<file path="src/rtl/mul_pkg.sv">
package mul_pkg;
  typedef enum logic [1:0] {
    SEL_A    = 2'd0,
    SEL_M    = 2'd1,
    SEL_N    = 2'd2,
    SEL_NONE = 2'd3
  } wsel_e;
endpackage

</file>
<file path="src/rtl/mul_decode.sv">
module mul_decode #(
  parameter int          OPC_W  = 8,
  parameter logic [7:0]  MUL_OP = 8'hF3
) (
  input  logic             issue,
  input  logic [OPC_W-1:0] opcode,
  output logic             hit
);
  always_comb hit = issue && (opcode == OPC_W'(MUL_OP));
endmodule

</file>
<file path="src/rtl/mul_ctrl.sv">
module mul_ctrl #(
  parameter int WIDTH = 16
) (
  input  logic clk,
  input  logic rst,
  input  logic hit,
  output logic busy,
  output logic step,
  output logic last,
  output logic done,
  output logic pc_inc
);
  localparam int CW = $clog2(WIDTH);
  localparam logic [CW-1:0] LAST_IT = CW'(WIDTH - 1);

  logic [CW-1:0] cnt;

  always_comb begin
    step = busy;
    last = busy && (cnt == LAST_IT);
  end

  always_ff @(posedge clk) begin
    if (rst) begin
      busy   <= 1'b0;
      cnt    <= '0;
      done   <= 1'b0;
      pc_inc <= 1'b0;
    end else begin
      done   <= last;
      pc_inc <= last;
      if (!busy) begin
        if (hit) begin
          busy <= 1'b1;
          cnt  <= '0;
        end
      end else if (last) begin
        busy <= 1'b0;
        cnt  <= '0;
      end else begin
        cnt <= cnt + 1'b1;
      end
    end
  end


  done_timing_chk: assert property (@(posedge clk) disable iff (rst)
    done |-> ($past(busy) && !busy));

  busy_hold_chk: assert property (@(posedge clk) disable iff (rst)
    (busy && !last) |=> busy);

  count_end_chk: assert property (@(posedge clk) disable iff (rst)
    done |-> ($past(cnt) == LAST_IT));
endmodule

</file>
<file path="src/rtl/mul_datapath.sv">
module mul_datapath
  import mul_pkg::*;
#(
  parameter int WIDTH = 16
) (
  input  logic             clk,
  input  logic             rst,
  input  logic             busy,
  input  logic             step,
  input  logic             last,
  input  logic             wr_en,
  input  wsel_e            wr_sel,
  input  logic [WIDTH-1:0] wr_data,
  output logic [WIDTH-1:0] a_q,
  output logic [WIDTH-1:0] m_q,
  output logic [WIDTH-1:0] n_q
);
  localparam int EW = WIDTH + 1;

  logic [EW-1:0] ext_a;
  logic [EW-1:0] addend;
  logic [EW-1:0] sum;

  always_comb begin
    ext_a  = {a_q[WIDTH-1], a_q};
    addend = m_q[0] ? {n_q[WIDTH-1], n_q} : '0;
    sum    = last ? (ext_a - addend) : (ext_a + addend);
  end

  always_ff @(posedge clk) begin
    if (rst) begin
      a_q <= '0;
      m_q <= '0;
      n_q <= '0;
    end else if (step) begin
      a_q <= sum[EW-1:1];
      m_q <= {sum[0], m_q[WIDTH-1:1]};
    end else if (wr_en) begin
      case (wr_sel)
        SEL_A:   a_q <= wr_data;
        SEL_M:   m_q <= wr_data;
        SEL_N:   n_q <= wr_data;
        default: ;
      endcase
    end
  end


  n_hold_chk: assert property (@(posedge clk) disable iff (rst)
    busy |=> $stable(n_q));

  idle_write_chk: assert property (@(posedge clk) disable iff (rst)
    (!busy && wr_en && wr_sel == SEL_N) |=> (n_q == $past(wr_data)));
endmodule

</file>
<file path="src/rtl/seq_mul_unit.sv">
module seq_mul_unit
  import mul_pkg::*;
#(
  parameter int         WIDTH  = 16,
  parameter int         OPC_W  = 8,
  parameter logic [7:0] MUL_OP = 8'hF3
) (
  input  logic             clk,
  input  logic             rst,
  input  logic             issue,
  input  logic [OPC_W-1:0] opcode,
  input  logic             wr_en,
  input  logic [1:0]       wr_sel,
  input  logic [WIDTH-1:0] wr_data,
  output logic [WIDTH-1:0] a_q,
  output logic [WIDTH-1:0] m_q,
  output logic [WIDTH-1:0] n_q,
  output logic             busy,
  output logic             done,
  output logic             pc_inc
);
  logic hit;
  logic step;
  logic last;

  mul_decode #(.OPC_W(OPC_W), .MUL_OP(MUL_OP)) u_dec (
    .issue (issue),
    .opcode(opcode),
    .hit   (hit)
  );

  mul_ctrl #(.WIDTH(WIDTH)) u_ctrl (
    .clk   (clk),
    .rst   (rst),
    .hit   (hit),
    .busy  (busy),
    .step  (step),
    .last  (last),
    .done  (done),
    .pc_inc(pc_inc)
  );

  mul_datapath #(.WIDTH(WIDTH)) u_dp (
    .clk    (clk),
    .rst    (rst),
    .busy   (busy),
    .step   (step),
    .last   (last),
    .wr_en  (wr_en),
    .wr_sel (wsel_e'(wr_sel)),
    .wr_data(wr_data),
    .a_q    (a_q),
    .m_q    (m_q),
    .n_q    (n_q)
  );


  start_decode_chk: assert property (@(posedge clk) disable iff (rst)
    $rose(busy) |-> $past(issue && opcode == OPC_W'(MUL_OP)));

  pc_once_chk: assert property (@(posedge clk) disable iff (rst)
    pc_inc |-> ($past(busy) && done));
endmodule

</file>
<file path="config.mk">
export PLATFORM = sky130hd
export DESIGN_NAME = seq_mul_unit
export DESIGN_NICKNAME = d
export VERILOG_FILES = /design/src/rtl/mul_pkg.sv /design/src/rtl/mul_decode.sv /design/src/rtl/mul_ctrl.sv /design/src/rtl/mul_datapath.sv /design/src/rtl/seq_mul_unit.sv
export SDC_FILE = /design/constraint.sdc
export NUM_CORES = 1
export LEC_CHECK = 0
export BUFFER_PORTS_ARGS = -buffer_cell sky130_fd_sc_hd__buf_2
export CAP_MARGIN = 5
export CELL_PAD_IN_SITES_DETAIL_PLACEMENT = 0
export CELL_PAD_IN_SITES_GLOBAL_PLACEMENT = 1
export CORE_ASPECT_RATIO = 2
export CORE_MARGIN = 2
export CORE_UTILIZATION = 26
export CTS_CLUSTER_DIAMETER = 120
export CTS_CLUSTER_SIZE = 14
export DETAILED_ROUTE_END_ITERATION = 8
export PLACE_DENSITY_LB_ADDON = 0.25
export SLEW_MARGIN = 20
export SYNTH_ARGS = -nofsm -noshare
export SYNTH_HDL_FRONTEND = slang
export SYNTH_HIERARCHICAL = 1
export SYNTH_SLANG_ARGS = --single-unit
</file>
<file path="constraint.sdc">
create_clock -name clk -period 4.85 [get_ports clk]
set_input_delay 0.97 -clock clk [delete_from_list [all_inputs] [get_ports clk]]
set_output_delay 0.97 -clock clk [all_outputs]
set_load 0.005 [all_outputs]
</file>
==> Yosys cells after proc, flatten, opt, wreduce, memory -nomap -nowiden <==
Index checks and enable logic that the tools add are counted.
{ "totals": {"register_bits": 54, "word_cells": 38, "out_inout_bits": 51} }
{ "classes": {"eq_ne": 4, "addsub": 3, "mux": 14, "n_bitwise": 1, "reduce_logical": 10} }
{ "op_table": {"columns": ["operator", "count"], "rows": [
  ["16-bit 2-to-1 mux", 6],
  ["17-bit 2-to-1 mux", 2],
  ["17-bit adder", 1],
  ["17-bit subtractor", 1],
  ["4-bit 2-to-1 mux", 3],
  ["8-bit == test, second input constant", 1],
  ["2-bit nonzero test", 4],
  ["4-bit by 1-bit adder with 4-bit output, second input constant", 1],
  ["4-bit == test, second input constant", 1],
  ["2-bit AND reduction", 2],
  ["1-bit 2-to-1 mux", 3],
  ["3-bit AND reduction", 1],
  ["2-bit by 1-bit == test with 1-bit output, second input constant", 1],
  ["2-bit == test, second input constant", 1],
  ["1-bit logical AND", 2],
  ["2-bit zero test", 1],
  ["1-bit NOT", 1]
]} }

==> Depth between registers and ports, before layout <==
{ "logic_depth": {"depth_word": 4, "mapped_depth": 17, "ltp_nobuf": 14} }

==> Hierarchy <==
The synthesis kept the hierarchy.
{ "by_module_without_submodules": {"columns": ["module", "cells_each", "area_per_inst_um2", "n_inst", "seq_area_each_um2"], "rows": [
  ["mul_datapath", 392, 3108.0, 1, 960.9],
  ["mul_ctrl", 31, 309.0, 1, 120.1],
  ["mul_decode", 3, 23.8, 1, 0.0]
]} }

==> Worst setup path after synthesis <==
No wires, ideal clock.
{ "synth_path": {"kind": "reg2reg", "start": "register u_dp.m_q[0]", "end": "register u_dp.a_q[14]", "stages_incl_launch_ff": 17, "synth_period_minus_slack_ps": 3703, "arrival_time_ps": 3633, "slack_ps": 1147, "setup_ps": 70, "cell_sequence": "dfxtp_1 > clkbuf_1 > buf_1 > nand2_1 > ha_1 > nor2_1 > or2_2 > buf_2 > o311ai_0 > ha_1 > a21oi_1 > nand3_1 > o31ai_1 > a21boi_0 > o21ai_0 > mux2_2 > a21oi_1"} }
{ "synth_between": {"elab_chain_cells": 4} }
{ "synth_rtl": {"columns": ["item", "line", "source"], "rows": [
  ["start, declared", "mul_datapath.sv:15", "output logic [WIDTH-1:0] m_q,"],
  ["start signal, assigned", "mul_datapath.sv:37", "m_q <= {sum[0], m_q[WIDTH-1:1]};"],
  ["start signal, assigned", "mul_datapath.sv:41", "SEL_M: m_q <= wr_data;"],
  ["17-bit 2-to-1 mux (*)", "mul_datapath.sv:26", "addend = m_q[0] ? {n_q[WIDTH-1], n_q} : '0;"],
  ["17-bit adder / 17-bit subtractor (equally long branches)", "mul_datapath.sv:27", "sum = last ? (ext_a - addend) : (ext_a + addend);"],
  ["17-bit 2-to-1 mux (*)", "mul_datapath.sv:27", null],
  ["16-bit 2-to-1 mux (*)", "mul_datapath.sv:35", "end else if (step) begin"],
  ["end signal, assigned", "mul_datapath.sv:36", "a_q <= sum[EW-1:1];"],
  ["end signal, assigned", "mul_datapath.sv:40", "SEL_A: a_q <= wr_data;"],
  ["end, declared", "mul_datapath.sv:14", "output logic [WIDTH-1:0] a_q,"]
]} }
Mark *: on every way between the ends. The rest lies on a longest branch, timed or not.
A chain may end at the register's enable or synchronous reset.

==> Worst setup path after layout <==
{ "layout_path": {"start": "register u_ctrl.cnt[0]", "end": "register u_dp.a_q[10]"} }
{ "layout_between": {"elab_chain_cells": 4} }
{ "layout_rtl": {"columns": ["item", "line", "source"], "rows": [
  ["start, declared", "mul_ctrl.sv:16", "logic [CW-1:0] cnt;"],
  ["start signal, assigned", "mul_ctrl.sv:41", "cnt <= cnt + 1'b1;"],
  ["4-bit == test", "mul_ctrl.sv:20", "last = busy && (cnt == LAST_IT);"],
  ["1-bit logical AND", "mul_ctrl.sv:20", null],
  ["net last", "seq_mul_unit.sv:24", "logic last;"],
  ["17-bit 2-to-1 mux", "mul_datapath.sv:27", null],
  ["16-bit 2-to-1 mux", "mul_datapath.sv:35", null]
]} }
The timed path passes the listed nets, and every way through them passes these cells.

==> metrics.log <==
INFO  metric synth.avg_cell_area = about 8.1 um^2
INFO  metric max-vdd-ir-drop = around 0.00013 V
INFO  metric post_synth_num_cell_types = 60
INFO  metric antenna_found_initial = 0
INFO  metric status = completed
INFO  metric cts.repair_timing.setup_buffer_count = 0
INFO  metric max_cap_violations = 0
INFO  metric synth-async-reset-ratio = 0
INFO  metric detail_route.wl_per_cell = roughly 19 um
INFO  metric post_synthesis_to_final_layout_area_growth = 19.6%
INFO  metric slew_violations = 0
INFO  metric finalSetupTns = 0 ns
INFO  metric layout.nets = 539
INFO  metric synth_warnings = 6
INFO  metric finalWorstPathRequiredPeriod = roughly 3.8 ns
INFO  metric die_boundary_width = between 80 and 90 um
INFO  metric cts-hold-fix-buffers = 0
INFO  metric critPathMaxFanout = 26
INFO  metric grt_pass1_vias = 3356
INFO  metric total_number_of_vias = about 3.4k
INFO  metric route.antenna.remaining_nets = 0
INFO  metric die_area = about 0.014 mm^2
INFO  metric worstPathArrival = roughly 4 ns
INFO  metric initial_utilization = 0.265
INFO  metric rows = between 50 and 60
INFO  metric rsz0062_at_grt = false
INFO  metric timing.final.hold_violations = 0
INFO  metric cp-end-kind = register
INFO  metric gp_congestion = between 0.8 and 0.9
INFO  metric post_cts_clock_slew_at_the_launch_and_capture_registers_of_the_worst_setup_and_hold_paths = around 0.080 ns
INFO  metric drc_errors = 0
INFO  metric detail_route.wirelength = about 12000 um
INFO  metric clock_tree.htree_level_count = 2
INFO  metric lkg_pwr = between 1.5 and 2 nW
INFO  metric post_dp_hpwl = approximately 9500 um
INFO  metric synth.cell_area = ~0.0034 mm^2
INFO  metric grt_max_degree = 49
INFO  metric synth_top_flop_cell = sky130_fd_sc_hd__dfxtp_1
INFO  metric design.core.area = between 0.01 and 0.015 mm^2
INFO  metric cell_count_final_fillers_out = 643
INFO  metric final.setup_skew = about 0.0046 ns
INFO  metric first_pass_grt_wire_length = roughly 19000 um
INFO  metric clock-sinks = between 50 and 60
INFO  metric cts-root-buf = sky130_fd_sc_hd__clkbuf_16
INFO  metric dr.first_iter.drc_count = around 240
INFO  metric firstDrtPassIters = 4
INFO  metric mostFrequentLayoutCell = sky130_fd_sc_hd__buf_2
INFO  metric min_period_over_period = 0.781
INFO  metric worstSetupStartpointType = register
INFO  metric cts_repair_resize_count = 0
INFO  metric avgViaCountPerCell = 5.30
INFO  metric pwr_cell_area = a little under 300 mW/mm^2
INFO  metric die_h = ~170 um
INFO  metric slew_headroom = 0.260
INFO  metric clock_tree.buffer_depth = 2
INFO  metric ys_seq_area_frac = 0.314
INFO  metric io_buffers = 80
INFO  metric design.portCount = 81
INFO  metric worst-endpoint-required = ~5.1 ns
INFO  metric final_layout_size_suffix_gt1_frac = 0.226
INFO  metric setup_viol = 0
INFO  metric worst_slew_pin_tran = about 1.1 ns
INFO  metric syn_nets = around 480
INFO  metric synth_cells = 426
INFO  metric clock.fmax = ~260 MHz
INFO  metric timing_worst_setup_path_type = register to register
INFO  metric global_route.overflow_total = 0
INFO  metric clk_latency = 0.29 ns
INFO  metric cts_buffers = 5
INFO  metric top_library_cells_by_usage_in_the_layout_fill_and_taps_aside = 80 x sky130_fd_sc_hd__buf_2, 56 x sky130_fd_sc_hd__nand2_1, 53 x sky130_fd_sc_hd__dfxtp_1, 48 x sky130_fd_sc_hd__nor2_1, 46 x sky130_fd_sc_hd__a21oi_1
INFO  metric hold_path.class = register to register
INFO  metric number_of_flops_mapped_to_enable_cells_by_yosys = 0
INFO  metric synth.ff_latch_count = 54
INFO  metric global_route.usage.total = 0.173
INFO  metric insertedDiodeCount = 0
INFO  metric place_inst = around 640
INFO  metric tritoncts = built
[layer usage]
layer,vias up,GRT usage,share of wire
met5,-,0,0
met4,0,0.0635,0.028
met3,13,0.0144,0.034
met2,104,0.340,0.57
met1,1618,0.184,0.36
li1,1675,-,-
[worst paths after layout]
path	startpoint	endpoint	slack, ns	cells after the start
setup / recovery	u_ctrl/cnt[0]	u_dp/a_q[10]	1.06	13
hold reg to reg	u_ctrl/cnt[0]	u_ctrl/cnt[0]	0.49	2
setup reg to reg	u_ctrl/cnt[0]	u_dp/a_q[10]	1.06	13
hold / removal	u_ctrl/cnt[0]	u_ctrl/cnt[0]	0.49	2
[cell families after synthesis]
logic type,share of synthesized area
compound gates,0.247
xor+xnor,0.0560
fa+ha+maj,0.0713
buf+inv,0.0429
flops,0.314
mux,0.0560
simple gates,0.213
[registers in the layout (all words and copies together) (netlist names)]
name and count:
u_ctrl/busy 1, u_ctrl/cnt 4, u_ctrl/pc_inc 1, u_dp/a_q 16
u_dp/m_q 16, u_dp/n_q 16
[through the flow]
stage	total power [mW]	util	area, um^2	setup slack (ns)	hold WS (ns)
after floorplan	0.679	-	3440	1.15	0.459
after global placement	0.773	0.303	3940	1.21	0.475
after detailed placement	0.774	0.303	3940	1.12	0.486
after CTS	1.21	0.317	4120	1.09	0.493
after global routing	1.26	0.317	4120	0.741	0.538
final	1.20	0.317	4120	1.06	0.494
[power breakdown]
part	total [mW]	switching, mW	leakage [nW]	internal [mW]
sequential	0.479	0.0190	0.440	0.460
combinational	0.284	0.161	1.17	0.123
clock	0.436	0.176	0.0875	0.260
[Yosys cell counts (7+ instances only)]
cell / n / area share
sky130_fd_sc_hd__mux2i_1: 17 / 0.049
sky130_fd_sc_hd__clkbuf_1: 14 / 0.015
sky130_fd_sc_hd__nand2_1: 56 / 0.061
sky130_fd_sc_hd__ha_1: 18 / 0.065
sky130_fd_sc_hd__dfxtp_1: 54 / 0.31
sky130_fd_sc_hd__o21ai_0: 13 / 0.019
sky130_fd_sc_hd__nor3_1: 8 / 0.012
sky130_fd_sc_hd__nand3_1: 12 / 0.017
sky130_fd_sc_hd__xor2_1: 12 / 0.031
sky130_fd_sc_hd__nor2_1: 48 / 0.052
sky130_fd_sc_hd__xnor2_1: 10 / 0.025
sky130_fd_sc_hd__a21oi_1: 46 / 0.067
sky130_fd_sc_hd__inv_1: 7 / 0.0076
sky130_fd_sc_hd__a222oi_1: 7 / 0.020
sky130_fd_sc_hd__a211oi_1: 19 / 0.041
[area by class of cell]
cell class | instances | area, um^2
well taps | 152 | 190
multi-input cells | 339 | 2220
inverters | 7 | 26.3
fillers | 1447 | 8880
clock inverters | 2 | 38.8
clock buffers | 6 | 139
flip-flops and latches | 54 | 1080
repair buffers | 83 | 423
[worst max-delay path: stages (launching register included)]
cell	delay [ns]
sky130_fd_sc_hd__dfxtp_1	0.34
sky130_fd_sc_hd__ha_1	0.25
sky130_fd_sc_hd__and4_4	0.29
sky130_fd_sc_hd__nor2_1	0.47
sky130_fd_sc_hd__or2_2	0.28
sky130_fd_sc_hd__o311ai_0	0.18
sky130_fd_sc_hd__ha_1	0.40
sky130_fd_sc_hd__a21oi_1	0.17
sky130_fd_sc_hd__nand3_1	0.15
sky130_fd_sc_hd__o31ai_1	0.32
sky130_fd_sc_hd__a21boi_0	0.19
sky130_fd_sc_hd__o21ai_0	0.20
sky130_fd_sc_hd__mux2_2	0.35
sky130_fd_sc_hd__a21oi_1	0.13
(Power assumes the default switching activity.)
